`config.mk`:
```
export PLATFORM = sky130hd
export DESIGN_NAME = wavetimer
export DESIGN_NICKNAME = d
export VERILOG_FILES = /design/src/rtl/wavetimer_pkg.sv /design/src/rtl/wt_prescaler.sv /design/src/rtl/wt_core.sv /design/src/rtl/wt_outunit.sv /design/src/rtl/wavetimer.sv
export SDC_FILE = /design/constraint.sdc
export NUM_CORES = 1
export LEC_CHECK = 0
export BUFFER_PORTS_ARGS = -buffer_cell sky130_fd_sc_hd__buf_2
export CORE_UTILIZATION = 40
export DETAILED_ROUTE_END_ITERATION = 8
export GPL_ROUTABILITY_DRIVEN = 0
export PLACE_DENSITY = 0.64
export SYNTH_ARGS = -nofsm -noshare
export SYNTH_HDL_FRONTEND = slang
export SYNTH_SLANG_ARGS = --single-unit
```
`constraint.sdc`:
```
create_clock -name clk -period 4.1 [get_ports clk]
set_clock_uncertainty 0.1 [all_clocks]
set_input_delay 0.82 -clock clk [delete_from_list [all_inputs] [get_ports clk]]
set_output_delay 0.82 -clock clk [all_outputs]
set_load 0.005 [all_outputs]
```
`src/rtl/wavetimer_pkg.sv`:
```
package wavetimer_pkg;

    localparam int SEL_W  = 3;
    localparam int MODE_W = 3;
    localparam int DIV_W  = 11;

    localparam logic [MODE_W-1:0] WM_CTC      = 3'd2;
    localparam logic [MODE_W-1:0] WM_PWM_FULL = 3'd3;
    localparam logic [MODE_W-1:0] WM_PWM_A    = 3'd7;

    typedef enum logic [2:0] {
        ST_IDLE,
        ST_NORMAL,
        ST_CTC,
        ST_PWM_FULL,
        ST_PWM_A
    } tmr_state_t;

    typedef enum logic [1:0] {
        OM_OFF,
        OM_TOGGLE,
        OM_CLEAR,
        OM_SET
    } out_mode_t;

    // Division ratio for a clock select code (code 0 is handled as stop).
    function automatic logic [DIV_W-1:0] div_factor(input logic [SEL_W-1:0] sel);
        logic [DIV_W-1:0] n;
        case (sel)
            3'd2:    n = 11'd8;
            3'd3:    n = 11'd32;
            3'd4:    n = 11'd64;
            3'd5:    n = 11'd128;
            3'd6:    n = 11'd256;
            3'd7:    n = 11'd1024;
            default: n = 11'd1;
        endcase
        return n;
    endfunction

endpackage

```
`src/rtl/wt_prescaler.sv`:
```
module wt_prescaler
    import wavetimer_pkg::*;
#(
    parameter int CNT_W = DIV_W - 1
) (
    input  logic             clk,
    input  logic             rst_n,
    input  logic [SEL_W-1:0] sel,
    output logic             tick
);

    logic [SEL_W-1:0] sel_q;
    logic [CNT_W-1:0] pre_q;
    logic [DIV_W-1:0] limit;
    logic             sel_moved;

    always_comb begin
        limit     = div_factor(sel) - DIV_W'(1);
        sel_moved = (sel != sel_q);
        tick      = (sel != '0) && !sel_moved && (DIV_W'(pre_q) == limit);
    end

    always_ff @(posedge clk or negedge rst_n) begin
        if (!rst_n) begin
            sel_q <= '0;
            pre_q <= '0;
        end else begin
            sel_q <= sel;
            if (sel_moved || tick) begin
                pre_q <= '0;
            end else if (sel != '0) begin
                pre_q <= pre_q + CNT_W'(1);
            end
        end
    end

    // any ratio above 1 leaves at least one clock between ticks
    assert_tick_gap_R2: assert property (@(posedge clk) disable iff (!rst_n)
        (tick && (sel != 3'd1)) |=> !tick);

endmodule

```
`src/rtl/wt_core.sv`:
```
module wt_core
    import wavetimer_pkg::*;
#(
    parameter int CW = 8
) (
    input  logic              clk,
    input  logic              rst_n,
    input  logic              tick,
    input  logic [SEL_W-1:0]  clk_sel,
    input  logic [MODE_W-1:0] wave_mode,
    input  logic [CW-1:0]     cmp_a,
    input  logic [CW-1:0]     cmp_b,
    output logic              pwm,
    output logic [CW-1:0]     count,
    output logic              hit_a,
    output logic              hit_b,
    output logic              wrap,
    output logic              bottom
);

    localparam logic [CW-1:0] CNT_MAX = '1;

    tmr_state_t    state_q, state_d;
    logic [CW-1:0] count_q;
    logic [CW-1:0] buf_a_q, buf_b_q;
    logic [CW-1:0] act_a, act_b, top;
    logic          run_en, run, at_top;

    // next-state selection
    always_comb begin
        if (clk_sel == '0) begin
            state_d = ST_IDLE;
        end else begin
            unique case (wave_mode)
                WM_CTC:      state_d = ST_CTC;
                WM_PWM_FULL: state_d = ST_PWM_FULL;
                WM_PWM_A:    state_d = ST_PWM_A;
                default:     state_d = ST_NORMAL;
            endcase
        end
    end

    always_ff @(posedge clk or negedge rst_n) begin
        if (!rst_n) state_q <= ST_IDLE;
        else        state_q <= state_d;
    end

    // per-state outputs
    always_comb begin
        pwm    = 1'b0;
        run_en = 1'b1;
        top    = CNT_MAX;
        unique case (state_q)
            ST_IDLE:     run_en = 1'b0;
            ST_NORMAL:   ;
            ST_CTC:      top = cmp_a;
            ST_PWM_FULL: pwm = 1'b1;
            ST_PWM_A: begin
                pwm = 1'b1;
                top = buf_a_q;
            end
            default:     run_en = 1'b0;
        endcase
    end

    assign act_a  = pwm ? buf_a_q : cmp_a;
    assign act_b  = pwm ? buf_b_q : cmp_b;
    assign run    = tick && run_en;
    assign at_top = (count_q == top);
    assign hit_a  = run && (count_q == act_a);
    assign hit_b  = run && (count_q == act_b);
    assign wrap   = run && (count_q == CNT_MAX);
    assign bottom = run && at_top;
    assign count  = count_q;

    always_ff @(posedge clk or negedge rst_n) begin
        if (!rst_n) begin
            count_q <= '0;
        end else if (run) begin
            count_q <= at_top ? '0 : count_q + CW'(1);
        end
    end

    // shadow compare registers: follow the inputs outside PWM, reload at TOP inside
    always_ff @(posedge clk or negedge rst_n) begin
        if (!rst_n) begin
            buf_a_q <= '0;
            buf_b_q <= '0;
        end else if (!pwm || bottom) begin
            buf_a_q <= cmp_a;
            buf_b_q <= cmp_b;
        end
    end

    // without a tick the count holds
    assert_hold_no_tick_R2: assert property (@(posedge clk) disable iff (!rst_n)
        !tick |=> $stable(count_q));

    // inside PWM the active compare changes only after leaving TOP
    assert_shadow_R10: assert property (@(posedge clk) disable iff (!rst_n)
        (pwm && $past(pwm) && !$past(bottom)) |-> (buf_a_q == $past(buf_a_q)));

endmodule

```
`src/rtl/wt_outunit.sv`:
```
module wt_outunit
    import wavetimer_pkg::*;
#(
    parameter int CW = 8
) (
    input  logic          clk,
    input  logic          rst_n,
    input  logic [1:0]    out_mode,
    input  logic          pwm,
    input  logic          hit_a,
    input  logic          bottom,
    input  logic [CW-1:0] count,
    output logic          oc
);

    out_mode_t om;
    logic      oc_q, oc_d;

    assign om = out_mode_t'(out_mode);

    always_comb begin
        oc_d = oc_q;
        unique case (om)
            OM_OFF:    ;
            OM_TOGGLE: if (hit_a) oc_d = ~oc_q;
            OM_CLEAR: begin
                if (pwm && bottom) oc_d = 1'b1;
                else if (hit_a)    oc_d = 1'b0;
            end
            OM_SET: begin
                if (pwm && bottom) oc_d = 1'b0;
                else if (hit_a)    oc_d = 1'b1;
            end
            default:   ;
        endcase
    end

    always_ff @(posedge clk or negedge rst_n) begin
        if (!rst_n) oc_q <= 1'b0;
        else        oc_q <= oc_d;
    end

    assign oc = oc_q;

    // non-inverting PWM output only rises as the count returns to 0
    assert_pwm_rise_R9: assert property (@(posedge clk) disable iff (!rst_n)
        ($rose(oc_q) && pwm && $past(pwm) && (om == OM_CLEAR) && ($past(om) == OM_CLEAR))
            |-> (count == '0));

    // a match in toggle mode always flips the output
    assert_toggle_R7: assert property (@(posedge clk) disable iff (!rst_n)
        ((om == OM_TOGGLE) && ($past(om) == OM_TOGGLE) && $past(hit_a))
            |-> (oc_q != $past(oc_q)));

endmodule

```
`src/rtl/wavetimer.sv`:
```
module wavetimer
    import wavetimer_pkg::*;
#(
    parameter int CW = 8
) (
    input  logic              clk,
    input  logic              rst_n,
    input  logic [SEL_W-1:0]  clk_sel,
    input  logic [MODE_W-1:0] wave_mode,
    input  logic [1:0]        out_mode,
    input  logic [CW-1:0]     cmp_a,
    input  logic [CW-1:0]     cmp_b,
    input  logic              pin_dir,
    input  logic              clr_a,
    input  logic              clr_b,
    input  logic              clr_ovf,
    output logic [CW-1:0]     count,
    output logic              oc_wave,
    output logic              pin_out,
    output logic              pin_oe,
    output logic              flag_a,
    output logic              flag_b,
    output logic              flag_ovf
);

    localparam int            NFLAG   = 3;
    localparam logic [CW-1:0] CNT_MAX = '1;

    logic tick, pwm, hit_a, hit_b, wrap, bottom;
    logic [NFLAG-1:0] flag_set, flag_clr, flag_q;

    wt_prescaler u_pre (
        .clk   (clk),
        .rst_n (rst_n),
        .sel   (clk_sel),
        .tick  (tick)
    );

    wt_core #(.CW(CW)) u_core (
        .clk       (clk),
        .rst_n     (rst_n),
        .tick      (tick),
        .clk_sel   (clk_sel),
        .wave_mode (wave_mode),
        .cmp_a     (cmp_a),
        .cmp_b     (cmp_b),
        .pwm       (pwm),
        .count     (count),
        .hit_a     (hit_a),
        .hit_b     (hit_b),
        .wrap      (wrap),
        .bottom    (bottom)
    );

    wt_outunit #(.CW(CW)) u_out (
        .clk      (clk),
        .rst_n    (rst_n),
        .out_mode (out_mode),
        .pwm      (pwm),
        .hit_a    (hit_a),
        .bottom   (bottom),
        .count    (count),
        .oc       (oc_wave)
    );

    assign flag_set = {wrap, hit_b, hit_a};
    assign flag_clr = {clr_ovf, clr_b, clr_a};

    for (genvar g = 0; g < NFLAG; g++) begin : g_flag
        logic bit_q;
        always_ff @(posedge clk or negedge rst_n) begin
            if (!rst_n)               bit_q <= 1'b0;
            else if (flag_set[g])     bit_q <= 1'b1;
            else if (flag_clr[g])     bit_q <= 1'b0;
        end
        assign flag_q[g] = bit_q;

        // set beats a simultaneous clear
        assert_set_wins_R11: assert property (@(posedge clk) disable iff (!rst_n)
            (flag_set[g] && flag_clr[g]) |=> flag_q[g]);

        // a flag without a clear strobe stays set
        assert_sticky_R11: assert property (@(posedge clk) disable iff (!rst_n)
            (flag_q[g] && !flag_clr[g]) |=> flag_q[g]);
    end

    assign flag_a   = flag_q[0];
    assign flag_b   = flag_q[1];
    assign flag_ovf = flag_q[2];

    assign pin_oe  = pin_dir;
    assign pin_out = pin_dir & oc_wave;

    // overflow only appears after the count sat at its maximum
    assert_ovf_source_R11: assert property (@(posedge clk) disable iff (!rst_n)
        $rose(flag_ovf) |-> ($past(count) == CNT_MAX));

endmodule

```
## After elaboration in Yosys (flattened, before gate mapping)

Cells that the tools add are included.

| word-level totals | value |
|---|---|
| flip-flop bits (word level) | 44 |
| word-level logic and storage cells | 85 |

| operators by class | value |
|---|---|
| equal/unequal tests | 25 |
| bitwise gates (word level) | 2 |
| add/subtract/negate cells | 3 |
| reductions and logical operators | 22 |
| muxes and demuxes | 23 |

Operators with widths:

| cell | number |
|---|---|
| 11-bit case mux with 6 select lines | 1 |
| 8-bit == test | 3 |
| 8-bit 2-to-1 mux | 3 |
| 10-bit 2-to-1 mux | 2 |
| 3-bit by 2-bit == test with 1-bit output, second input constant | 6 |
| 3-bit == test, second input constant | 6 |
| 8-bit case mux with 2 select lines | 1 |
| 1-bit 2-to-1 mux | 13 |
| 10-bit by 11-bit == test with 1-bit output | 1 |
| 11-bit by 1-bit subtractor with 11-bit output, second input constant | 1 |
| 10-bit by 1-bit adder with 10-bit output, second input constant | 1 |
| 3-bit case mux with 3 select lines | 1 |
| 8-bit by 1-bit adder with 8-bit output, second input constant | 1 |
| 8-bit == test, second input constant | 1 |
| 1-bit logical AND | 8 |
| 2-bit nonzero test | 4 |
| 3-bit by 2-bit != test with 1-bit output, second input constant | 2 |
| 3-bit nonzero test | 2 |
| 2-bit == test, second input constant | 2 |
| 4-bit AND reduction | 1 |
| 4-bit OR reduction | 1 |
| 3-bit by 1-bit == test with 1-bit output, second input constant | 1 |
| 3-bit zero test | 1 |
| 3-bit 2-to-1 mux | 1 |
| 9 further kinds | 11 |

## Depth between registers and ports, before layout

Gate-level depths: netlist (run 1).

| logic depth | value |
|---|---|
| depth after elaboration | 10 |
| depth in mapped cells | 11 |
| mapped depth without buffers | 7 |

## Cells and area by module

Synthesis (run 1) repeated with hierarchy kept, for this count alone.

| second synthesis, totals | value |
|---|---|
| cell total of the unflattened synthesis | 375 |
| area total of the unflattened synthesis | 3402.0 µm² |

Modules (own cells, without submodules):

| module | instances | seq. area each (µm²) | area each (µm²) | cells an instance |
|---|---|---|---|---|
| wt_core | 1 | 675.6 | 2373.5 | 270 |
| wt_prescaler | 1 | 325.3 | 820.8 | 84 |
| wavetimer | 1 | 75.1 | 122.6 | 11 |
| wt_outunit | 1 | 25.0 | 85.1 | 10 |

## Least setup slack after synthesis (run 1)

Ideal clock, no wire load.

| timing | value |
|---|---|
| path type | input port to flip-flop |
| from | in clk_sel[1] |
| to | reg u_core.buf_b_q[2] |
| arrival | 3.140 ns |
| slack | 0.735 ns |
| library setup time | 0.125 ns |
| stages | 7 |
| path through | buf_6 or4_1 a22oi_1 or4b_2 o22ai_2 buf_4 mux2_2 |

| between the ends | value |
|---|---|
| cells in the longest elaborated chain, start to end | 8 |
| elaborated cells between the ends (all ways) | 17 |

RTL lines:

| item | line | source |
|---|---|---|
| start, declared | wavetimer.sv:8 | `input logic [SEL_W-1:0] clk_sel,` |
| 3-bit == test / 3-bit by 2-bit == test with 1-bit output (equally long branches) | wavetimer_pkg.sv:29 | `case (sel)` |
| 11-bit case mux with 6 select lines | wavetimer_pkg.sv:29 |  |
| 11-bit by 1-bit subtractor with 11-bit output | wt_prescaler.sv:18 | `limit = div_factor(sel) - DIV_W'(1);` |
| 10-bit by 11-bit == test with 1-bit output | wt_prescaler.sv:20 | `tick = (sel != '0) && !sel_moved && (DIV_W'(pre_q) == limit);` |
| 1-bit logical AND (*) | wt_prescaler.sv:20 |  |
| 1-bit logical AND (*) | wt_core.sv:68 | `assign run = tick && run_en;` |
| 1-bit logical AND (*) | wt_core.sv:73 | `assign bottom = run && at_top;` |
| 1-bit logical OR (*) | wt_core.sv:89 | `end else if (!pwm \|\| bottom) begin` |
| end signal, assigned | wt_core.sv:91 | `buf_b_q <= cmp_b;` |
| end, declared | wt_core.sv:25 | `logic [CW-1:0] buf_a_q, buf_b_q;` |

Every way passes the cells marked *; elsewhere a longest branch is shown, timed or not.
A chain may end at the register's enable or synchronous reset.

## Final worst setup path (run 1)

| timing | value |
|---|---|
| from | reg u_core.state_q[1] |
| to | reg u_core.buf_b_q[4] |

| between the ends | value |
|---|---|
| cells in the longest elaborated chain, start to end | 6 |
| elaborated cells between the ends (all ways) | 14 |

RTL lines:

| item | line | source |
|---|---|---|
| start, declared | wt_core.sv:23 | `tmr_state_t state_q, state_d;` |
| start signal, assigned | wt_core.sv:45 | `else state_q <= state_d;` |
| branches (longest 5 deep; another with 8-bit case mux with 2 select lines) | - |  |
| 1-bit logical OR (*) | wt_core.sv:89 |  |

Mark *: on every way between the ends.

==> results of run 1 <==
## cell usage after synthesis, types with 4 or more instances
| cell | count |
|---|---|
| dfrtp_1 | 44 |
| nor2_1 | 30 |
| nand2_1 | 20 |
| o21ai_0 | 20 |
| o22ai_1 | 18 |
| inv_1 | 16 |
| mux2_2 | 15 |
| xnor2_1 | 15 |
| xor2_1 | 13 |
| a21oi_1 | 12 |
| clkbuf_1 | 12 |
| and3_1 | 10 |
| nor4b_1 | 10 |
| nor3_1 | 9 |
| or4b_1 | 8 |
| mux2i_1 | 7 |
| nand2b_1 | 7 |
| or3_1 | 7 |
| buf_4 | 6 |
| nand3_1 | 6 |
| nand4_1 | 6 |
| nor2b_1 | 6 |
| buf_2 | 5 |
| nand3b_1 | 4 |
| o2bb2ai_1 | 4 |
| o41ai_1 | 4 |
| or4_1 | 4 |
## worst paths after layout
| path | from | end | slack [ns] | cells after the start |
|---|---|---|---|---|
| worst min register to register | u_core.buf_b_q[7] | u_core.buf_b_q[7] | 0.41 | 1 |
| min in group asynchronous | rst_n | u_core.buf_a_q[5] | 0.59 | 1 |
| worst min-delay path | u_core.buf_b_q[7] | u_core.buf_b_q[7] | 0.41 | 1 |
| max in group asynchronous | rst_n | u_pre.pre_q[1] | 2.65 | 1 |
| worst max register to register | u_core.state_q[1] | u_core.buf_b_q[4] | 0.68 | 8 |
| worst max-delay path | u_core.state_q[1] | u_core.buf_b_q[4] | 0.68 | 8 |
## metal layers
layer | up-vias | track usage [%] | wire [microns]
met5 | - | 0 | 0
met1 | 1429 | 29.0 | 3820
li1 | 1416 | - | -
met4 | 0 | 5.99 | 96
met3 | 6 | 2.16 | 474
met2 | 88 | 34.1 | 3950
## worst register-to-register path, stage by stage (launching register included)
cell,delay (ns)
dfrtp_1,0.69
buf_4,0.34
or4b_1,0.55
a21oi_1,0.16
o22ai_1,0.09
or4_4,0.60
o22ai_2,0.14
buf_4,0.28
mux2_2,0.38
## cell families after synthesis
kind of cell    after synthesis
xor+xnor                     28
fa+ha+maj                     2
compound gates               86
buf+inv                      42
simple gates                141
mux                          22
flops                        44
## report_power, final
part / switching, uW / internal, uW
logic: 138 / 119
registers: 67.5 / 462
clock network: 146 / 135
total: 351 / 716
## sequential cells by signal (all words and copies together), names as in the netlist
signal          cells
flag_b              1
flag_ovf            1
u_pre.pre_q        10
u_pre.sel_q         3
u_core.buf_a_q      8
u_core.state_q      3
u_out.oc            1
u_core.count        8
u_core.buf_b_q      8
flag_a              1
## metrics by stage
stage / instances / power (uW) / area [sq um] / worst slack [ns]
2_1_floorplan: 365 / 695 / 3250 / 0.735
3_3_place_gp: 490 / 781 / 3480 / 0.609
3_5_place_dp: 490 / 789 / 3480 / 0.564
4_1_cts: 498 / 1070 / 3580 / 0.682
5_1_grt: 498 / 1130 / 3580 / 0.415
6_report: 498 / 1070 / 3580 / 0.680
## layout make-up
cell class,instances,area (sq um),share of cell area (%)
flip-flops and latches,44,1100,30.8
clock buffers,6,82.6,2.31
multi-input cells,279,1940,54.1
inverters,16,60.1,1.68
clock inverters,2,10.0,0.280
well taps,102,128,3.57
repair buffers,49,260,7.28
==> results.txt, run 1 <==
The count of endpoints failing hold in the final timing report came to 0. The number of setup buffers added after CTS is 0. The wire length of the first global-routing pass came out at 14.1 mm.

The count of buffers added on input and output ports is 43. The routed design has 8.34 mm of wire. Buffers inserted to repair hold after CTS numbered 0. The boundary pin count is 44. The floorplan step defined a die boundary enclosing 8480 sq um. The total standard cell area after synthesis came out at 3250 sq um.

The synthesized netlist devotes 17.8% of its cell area to compound gates. Summed over all instances, the cell type with the most area after synthesis is dfrtp_1. The commonest register cell after synthesis is dfrtp_1.

In this design, the largest share of critical-path delay is due to simple AND/OR/NAND/NOR gates. The via-per-instance ratio came out at 5.90. The power per cell area is 298 nW/um^2. After synthesis, the cell types taking the most area are dfrtp_1 34%, mux2_2 5.2%, xnor2_1 4.0%, xor2_1 3.5%, nor2_1 3.5%. The data arrival time of the critical path is 3.50 ns. The TritonCTS clock tree is built. The highest clock rate is 292 MHz. After global routing the overflow that remains totals 0. The final critical path time including I/O delays and setup came out at 3.42 ns. The number of H-tree levels is 2. The utilization after layout came out at 46.1%.

The worst hold path belongs to the class reg -> reg. Entering global routing, the biggest net connects 45 pins. The clock-pin slew on the worst setup and hold paths came out at 0.08 ns. The placed wire-length estimate after detailed placement came out at 5.96 mm. The number of storage elements in the synthesis netlist came out at 44. The quantity of gates resized following cts came out at 0.

The largest single stage delay on the critical path is 0.69 ns. In this run, synthesis inferred 0 flip-flops with an integrated enable. Of the total synthesized cell area, the portion taken by AND, OR, NAND and NOR gates is 26.1%. In the synthesized netlist the async set-or-reset flop fraction comes to 100%. The area share of fa/ha/maj cells after synthesis is 0.771%.

The post-route worst hold slack is 0.413 ns. Setup repair after global routing left no endpoint under its margin. In this run the deepest clock path goes through 2 buffers. The slew of the pin with the lowest slew margin is 1.04 ns.

The post-synth net total came out at 397. After synthesis, the largest family of logic cells by area is simple AND/OR/NAND/NOR gates. The clock latency on the worst-skew pair came out at 0.29 ns. The count of final max-slew check failures is 0. The area added between synthesis and finish came out at 10.2%. For this run, the number of Yosys warnings is 0. The most common library cell in the layout ignoring fill and taps is dfrtp_1. Counting every instance in the synthesized netlist gives 365. The worst setup path is captured at a flop.

In this run the static leakage power is 0.00149 uW. The count of unresolved DRC violations after routing is 0. The initial cell density of the core is 41.8%. The post-route antenna net violation count is 0.

The ratio of cells with drive above 1 in the final layout came out at 19.9%. Of the post-synthesis cell area, the dominant cell type holds 33.9%. The most numerous cell type found on the critical path is buf_4.

The total routing resource utilization after global routing came out at 20.8%. For this design, the slowest cell found on the critical path is dfrtp_1. The die extent in x is 92.1 microns. The flow ran to the end, and the final reports show no timing, DRC or antenna violations.

Fill cells in the final layout number 803. The worst setup path is launched from a flop. The largest fanout on the critical path is 29. The area of the core is 7770 sq um. The initial antenna violation count is 0. The final cycle utilization of the critical path is 83.4%. Clock tree synthesis found a total of 44 sinks.

The sum of negative setup slack is 0 ns. The final setup violation count is 0. The floorplan row count came out at 32. The share of cell area taken by muxes after synthesis came out at 7.36%.

VDD sags by at most 0.184 mV. The number of DRC violations after detailed-routing iteration 0 is 270. Walking the worst path, the cells encountered are buf_4 > or4b_1 > a21oi_1 > o22ai_1 > or4_4 > o22ai_2 > buf_4 > mux2_2. The number of nets in the layout is 427. The average wire per cell in the routed design came out at 16.8 microns.

The worst endpoint required time is 4.18 ns. The number of different library cells in the post-synthesis netlist is 58. The cell sitting at the root of the clock tree is a clkbuf_8. The length of the first detailed-routing pass in iterations came out at 4. Dividing the synthesized area by the synthesized cell count gives 8.89 sq um. The max-cap check violation count came out at 0. The type of the setup path with the least slack is reg -> reg.

The total buffers and inverters traversed by the critical path came out at 2. In this run, CTS created clock tree buffers numbering 5. The number of antenna diodes came out at 0. In the layout the commonest cells are 44 x dfrtp_1, 43 x buf_2, 30 x nor2_1. The via count of the first global-routing pass came to 2801. The detailed router placed 2939 vias in this run. Headroom to the max-slew limit came out at 30.9%. The XOR/XNOR share of the synthesized area came out at 7.56%.

The chip height came out at 92.1 microns. After synthesis, flip-flops and latches occupy 33.9% of the total area.
Power figures use the tool's default switching activity.
==> run 2, diff against run 1 <==
--- a/config.mk
+++ b/config.mk
@@ -5,6 +5,7 @@
 export SDC_FILE = /design/constraint.sdc
 export NUM_CORES = 1
 export LEC_CHECK = 0
+export ABC_AREA = 1
 export BUFFER_PORTS_ARGS = -buffer_cell sky130_fd_sc_hd__buf_2
 export CORE_UTILIZATION = 40
 export DETAILED_ROUTE_END_ITERATION = 8
==> constraint.sdc (replaced) <==
create_clock -name clk -period 3.6 [get_ports clk]
set_clock_uncertainty 0.1 [all_clocks]
set_input_delay 0.72 -clock clk [delete_from_list [all_inputs] [get_ports clk]]
set_output_delay 0.72 -clock clk [all_outputs]
set_load 0.005 [all_outputs]
==> run 2 against run 1 <==
Non-clock buffer count shrank 6. Critical path type unchanged. First-iteration DRC count shrank 10%. Register-to-register slack lost 0.31 ns. Wire length grew 4.7%. Core utilization shrank 0.40 points. Clock power grew 54%. Sequential share of layout area shrank 1.4 points. Largest cell class unchanged. Power grew 20%.
==> results.txt, run 2 <==
The relative slew slack came out at 33.4% (+2.5 points). The final critical path time including I/O delays and setup came out at 3.23 ns (-0.193 ns). The largest net degree at the start of global routing is 45 (unchanged). The type of the setup path with the least slack is reg -> reg.

The TritonCTS sink count came to 44 (unchanged). The ratio of cells with drive above 1 in the final layout came out at 17.4% (-2.6 points). The die area is 8900 sq um (+4.9%).

The floorplan row count came out at 33 (+3.1%). The post-synth net total came to 528 (+33%). The via-per-instance ratio is 5.20 (-12%). The count of final max-slew check failures is 0 (unchanged).

The commonest cells after synthesis are 136 x nand2_1, 62 x nand3_1, 58 x inv_1. The number of nets in the layout is 561 (+31%). The number of storage elements in the synthesis netlist is 44 (unchanged). The largest fanout on the critical path was 34 (+17%).

The total grt overflow is 0 (unchanged). The cell leakage power came out at 0.00187 uW (+26%). The number of different library cells in the post-synthesis netlist came out at 39 (-33%).

The tree is rooted in a clkbuf_8. The power per cell area is 342 nW/um^2 (+15%). The boundary pin count is 44 (unchanged). The total detailed-routing wirelength is 8.73 mm (+4.7%). The average wire per cell in the routed design was 13.8 microns (-18%). The proportion of register bits with asynchronous set or reset after synthesis came out at 100% (unchanged). The number of DRC violations after detailed-routing iteration 0 came out at 243 (-10%). The die extent in x came out at 94.3 microns (+2.4%).

The via count of the first global-routing pass came out at 3141 (+12%). The library cells used most frequently in the layout, excluding fill and tap cells, are 136 x nand2_1, 62 x nand3_1, 58 x inv_1. The most flop-heavy register is u_pre.pre_q. Leaving out fill and tap cells, the most frequent cell in the layout is nand2_1.

The number of antenna diodes is 0 (unchanged). The area of the core is 8220 sq um (+5.8%). The wire length of the first global-routing pass came out at 14.8 mm (+5.0%).

The portion of the post-synthesis area used by sequential elements came to 32.3% (-1.6 points). The sum of negative setup slack came to 0 ns (unchanged). The length of the first detailed-routing pass in iterations was 5 (+1).

The initial antenna violation count came to 0 (unchanged). The total standard cell area after synthesis came out at 3410 sq um (+5.1%). The worst endpoint required time was 3.73 ns (-0.45 ns). The number of H-tree levels came out at 2 (unchanged). The area of the multi-input gates is 1930 sq um (-0.13%). The max-cap check violation count came out at 0 (unchanged). The combined flip-flop and latch cell area came to 1100 sq um (unchanged).

The placed instance count came out at 627 (+28%). The count of buffers added by post-CTS timing repair for setup came out at 0 (unchanged). The most frequently used cell type in the post-synthesis netlist is nand2_1. Of all cell types, the one taking the most synthesized area is dfrtp_1. The synthesized area per cell is 6.87 sq um (-23%).

The vias after detailed routing came to 3301 (+12%). The number of warnings issued by yosys came to 0 (unchanged). The count of mapped cells out of synthesis is 496 (+36%).

The worst setup path is launched from a flop. The count of endpoints failing hold in the final timing report is 0 (unchanged). The initial cell density of the core is 41.5% (-0.29 points). The count of non-filler cells in the finished layout is 635 (+28%). The chip height came out at 94.3 microns (+2.4%). The worst-case setup slack after placement came out at 0.474 ns (-0.0895 ns). The highest clock rate came out at 310 MHz (+6.0%). The slew of the pin with the lowest slew margin is 1.00 ns (-0.0368 ns). The clock-pin slew on the worst setup and hold paths is 0.08 ns (about the same).

The number of clock buffers inserted by TritonCTS is 5 (unchanged). TritonCTS built the clock tree. Sorting the synthesized cells by area gives the leading types as dfrtp_1 32%, nand2_1 15%, nand3_1 9.1%, inv_1 6.4%, nand4_1 4.6%.

The final setup violation count came out at 0 (unchanged). The port buffer count came out at 43 (unchanged). The count of unresolved DRC violations after routing came out at 0 (unchanged). The post-route antenna net violation count came out at 0 (unchanged). The worst setup slack after layout was 0.372 ns (-0.307 ns). The area added between synthesis and finish is 10.0%. Walking the worst path, the cells encountered are inv_2 > nand3_2 > nand2_2 > o21ai_0 > xor2_1 > nor4_1 > nand3_1 > o21ai_1. The delay of the slowest critical-path stage is 0.63 ns (-0.06 ns). The total routing resource utilization after global routing is 21.2% (+0.44 points).

The area fraction of the dominant cell type after synthesis came out at 32.3% (-1.6 points). The worst min-delay path category is reg -> reg. The endpoint type of the worst setup path is a flop.

The count of flip-flops with a built-in enable after synthesis is 0 (unchanged). The flow ran to the end, and the final reports show no timing, DRC or antenna violations. The quantity of gates resized following cts came out at 0 (unchanged). For this run, the leading register cell type out of synthesis is dfrtp_1. The clock tree buffer depth came out at 2 (unchanged). The number of buffers inserted by hold repair at cts came out at 0 (unchanged).

The total power after layout came to 1280 uW (+20%). The final cycle utilization of the critical path is 89.7% (+6.2 points). The placed wire-length estimate after detailed placement came out at 6.57 mm (+10%). On the critical path, the stage with the largest delay is an instance of nand2_2.

Setup repair after global routing left no endpoint under its margin. The clock latency on the worst-skew pair is 0.30 ns (about the same). The data arrival time of the critical path came out at 3.36 ns (-0.14 ns). The worst vdd rail ir drop came out at 0.133 mV (-28%). The flip-flop count of the largest register after layout came out at 10 (unchanged). The count of filler cells inserted in the layout is 832 (+3.6%).
run 2: logic make-up (layout without fill, tap and decap cells):
logic type / count (synthesis) / count (layout) / share of synthesized area [%]
AOI/OAI and AO/OA: 51 / 51 / 8.33
DFF: 44 / 44 / 32.3
and+or+nand+nor: 299 / 299 / 43.0
xor gates and xnor gates: 18 / 18 / 4.62
buffers and inverters: 82 / 116 / 11.0
adders and majority gates: 2 / 2 / 0.734
run 2: per-stage QoR:
stage	hold WS (ns)	cell area [sq um]	util [%]
after floorplan	0.324	3410	-
after global placement	0.395	3620	44.1
after detailed placement	0.407	3620	44.1
after CTS	0.419	3750	45.7
after global routing	0.447	3750	45.7
final	0.414	3750	45.7
run 2: worst paths after layout:
check | start | to | slack, ns | cells past startpoint
worst max-delay path | u_core.state_q[2] | flag_b | 0.37 | 8
worst min-delay path | flag_b | flag_b | 0.41 | 2
worst max register to register | u_core.state_q[2] | flag_b | 0.37 | 8
worst min register to register | flag_b | flag_b | 0.41 | 2
max in group asynchronous | rst_n | u_core.buf_b_q[5] | 2.30 | 1
min in group asynchronous | rst_n | u_out.oc | 0.48 | 1
run 2: metal layers:
layer / GRT usage [%] / routed length (microns)
met1: 29.3 / 4070
met2: 34.5 / 4010
met3: 2.59 / 459
met4: 6.79 / 193
met5: 0 / 0
run 2: worst max-delay path, delay by kind of cell (launching register included):
family / cells / cell delay, ns
AO/OA/AOI/OAI: 2 / 0.35
AND/OR/NAND/NOR: 4 / 1.62
buffers and inverters: 1 / 0.30
XOR/XNOR: 1 / 0.19
flip-flops: 1 / 0.58
run 2: final cells by class:
type	instances	share of cell area [%]
Multi-Input combinational cell	370	51.5
Sequential cell	44	29.4
Inverter	65	6.50
Timing Repair Buffer	43	5.74
Tap cell	105	3.50
Clock buffer	7	2.57
Clock inverter	1	0.801
run 2: report_power, final:
part / internal (uW) / leakage [uW] / total [uW] / switching [uW]
registers: 524 / 0.000540 / 559 / 34.6
clock network: 245 / 0.0000645 / 430 / 185
logic: 99.5 / 0.00127 / 295 / 196
total: 869 / 0.00187 / 1280 / 415
==> run 3, diff against run 2 <==
--- a/config.mk
+++ b/config.mk
@@ -10,7 +10,7 @@
 export CORE_UTILIZATION = 40
 export DETAILED_ROUTE_END_ITERATION = 8
 export GPL_ROUTABILITY_DRIVEN = 0
-export PLACE_DENSITY = 0.64
+export PLACE_DENSITY = 0.61
 export SYNTH_ARGS = -nofsm -noshare
 export SYNTH_HDL_FRONTEND = slang
 export SYNTH_SLANG_ARGS = --single-unit
==> run 3 against run 2 <==
Cell count up 0.16%. Sequential share of layout area grew 0.17 points. Fmax up 3.3%. Die area unchanged. Via count grew 1.2%. Combinational power grew 1%. Highest routed layer unchanged.
==> results.txt, run 3 (synthesis results as in run 2) <==
The worst setup slack after layout is 0.474 ns (+0.102 ns). The slew of the pin with the lowest slew margin came to 1.06 ns (+0.0609 ns). The port buffer count is 43 (unchanged). The TritonCTS sink count came out at 44 (unchanged). The number of buffers inserted by hold repair at cts is 0 (unchanged). The placed cell area is 3630 sq um (+0.21%).

The initial antenna violation count was 0 (unchanged). The final setup violation count came to 0 (unchanged). The boundary pin count is 44 (unchanged). The largest net degree at the start of global routing came out at 45 (unchanged). The average wire per cell in the routed design came to 14.0 microns (+1.6%). More flip-flops sit in one register than any other, and that register is u_pre.pre_q. The clock-pin slew on the worst setup and hold paths came out at 0.09 ns (about the same).

The placed wire-length estimate after detailed placement is 6.68 mm (+1.8%). The floorplan row count is 33 (unchanged). The initial cell density of the core came to 41.5% (unchanged).

The largest fanout on the critical path is 34 (unchanged). The power per cell area came to 321 nW/um^2 (-6.1%). Setup repair after global routing left no endpoint under its margin. The count of endpoints failing hold in the final timing report is 0 (unchanged). The number of DRC violations after detailed-routing iteration 0 is 175 (-28%).

The worst-case setup slack after placement is 0.505 ns (+0.0313 ns). The clock latency on the worst-skew pair is 0.30 ns (about the same). The total routing resource utilization after global routing is 22.0% (+0.78 points). The quantity of gates resized following cts is 0 (unchanged).

The cell leakage power was 0.00186 uW (-0.84%). The area of the multi-input gates came to 1930 sq um (unchanged). The count of filler cells inserted in the layout was 858 (+3.1%).

The final cycle utilization of the critical path came out at 86.8% (-2.8 points). The area added between synthesis and finish is 9.39%. In the layout the commonest cells are 136 x nand2_1, 62 x nand3_1, 58 x inv_1. The flip-flop count of the largest register after layout came to 10 (unchanged). The sum of negative setup slack is 0 ns (unchanged). The type of the setup path with the least slack is reg -> reg.

The clock tree buffer depth came to 2 (unchanged). The cell sitting at the root of the clock tree is a clkbuf_8. The area of the core was 8220 sq um (unchanged). The combined flip-flop and latch cell area was 1100 sq um (unchanged). The critical path goes through inv_2 > nand3_2 > nand2_2 > o21ai_0 > xor2_1 > nor4_1 > nand3_1 > o21ai_1.

TritonCTS built the clock tree. The length of the first detailed-routing pass in iterations was 5 (unchanged). The via-per-instance ratio came out at 5.25 (+1.0%).

The total non-filler cell area in the finished layout is 3730 sq um (-0.57%). The total detailed-routing wirelength came out at 8.89 mm (+1.8%). The count of buffers added by post-CTS timing repair for setup came to 0 (unchanged). The data arrival time of the critical path came out at 3.26 ns (-0.10 ns). The ratio of cells with drive above 1 in the final layout came to 17.5% (+0.16 points). The count of unresolved DRC violations after routing came out at 0 (unchanged). The wire length of the first global-routing pass was 15.4 mm (+3.5%). The die extent in x is 94.3 microns (unchanged). The number of H-tree levels is 2 (unchanged).

The number of nets in the layout is 562 (+0.18%). The vias after detailed routing is 3340 (+1.2%). The number of antenna diodes came out at 0 (unchanged). The via count of the first global-routing pass is 3133 (-0.25%). The max-cap check violation count is 0 (unchanged). The endpoint type of the worst setup path is a flop. The relative slew slack was 29.3% (-4.1 points).

The count of final max-slew check failures came out at 0 (unchanged). The worst setup path is launched from a flop. The worst hold path belongs to the class reg -> reg. Leaving out fill and tap cells, the most frequent cell in the layout is nand2_1. The number of clock buffers inserted by TritonCTS is 5 (unchanged). The die area came to 8900 sq um (unchanged). The total power after layout is 1200 uW (-6.6%).

The post-route antenna net violation count is 0 (unchanged). The worst endpoint required time came to 3.73 ns (about the same). The chip height is 94.3 microns (unchanged). The run finished with clean final reports.

The utilization after layout is 45.4% (-0.26 points). The worst-case register-to-register setup slack came out at 0.47 ns (+0.10 ns). The standard cell with the maximum stage delay on the critical path is nand2_2. The final critical path time including I/O delays and setup came out at 3.13 ns (-0.102 ns). The delay of the slowest critical-path stage was 0.63 ns (about the same).

The total grt overflow was 0 (unchanged). The worst vdd rail ir drop came out at 0.138 mV (+3.3%). The highest clock rate came out at 320 MHz (+3.3%).
## run 3: changes by cell type in the layout (fill, tap and decap cells not counted)
| cell | change |
|---|---|
| buf_4 | +1 |
| clkinvlp_4 | +2 |
| clkbuf_8 | -1 |
| bufinv_16 | -1 |
## run 3: path summary, 6_finish.rpt
kind | startpoint | to | depth (start not counted)
hold reg to reg | flag_b | flag_b | 2
setup reg to reg | u_core.state_q[2] | flag_b | 8
min in group asynchronous | rst_n | u_out.oc | 1
setup / recovery | u_core.state_q[2] | flag_b | 8
hold / removal | flag_b | flag_b | 2
max in group asynchronous | rst_n | u_core.buf_a_q[2] | 1
## run 3: per-stage QoR
stage | hold slack (ns) | cells
after floorplan | 0.324 | 496
after global placement | 0.398 | 628
after detailed placement | 0.406 | 628
after CTS | 0.428 | 636
after global routing | 0.443 | 636
final | 0.420 | 636
## run 3: per-layer routing
metal  up-vias  track usage, %  part of all wire (%)
met5         -               0                     0
met4         0            7.44                   2.2
met3        20            3.80                   5.6
met2       110            35.7                    47
met1      1518            29.5                    46
li1       1692               -                     -
## run 3: area by class of cell
class | instances | area share [%]
clock buffers | 6 | 2.21
well taps | 105 | 3.52
flip-flops and latches | 44 | 29.5
repair buffers | 44 | 5.97
inverters | 65 | 6.54
multi-input cells | 370 | 51.8
clock inverters | 2 | 0.403
## run 3: power by group
group	leakage (uW)	switching, uW	total, uW	internal (uW)
combinational	0.00127	199	299	101
clock	0.0000434	186	341	156
sequential	0.000540	34.2	558	524
## run 3: critical path, delay by kind of cell (launching register included)
family                    cells  cell delay [ns]
buffers and inverters         1             0.28
xor gates and xnor gates      1             0.18
AOI/OAI and AO/OA             2             0.36
and+or+nand+nor               4             1.55
DFF                           1             0.57
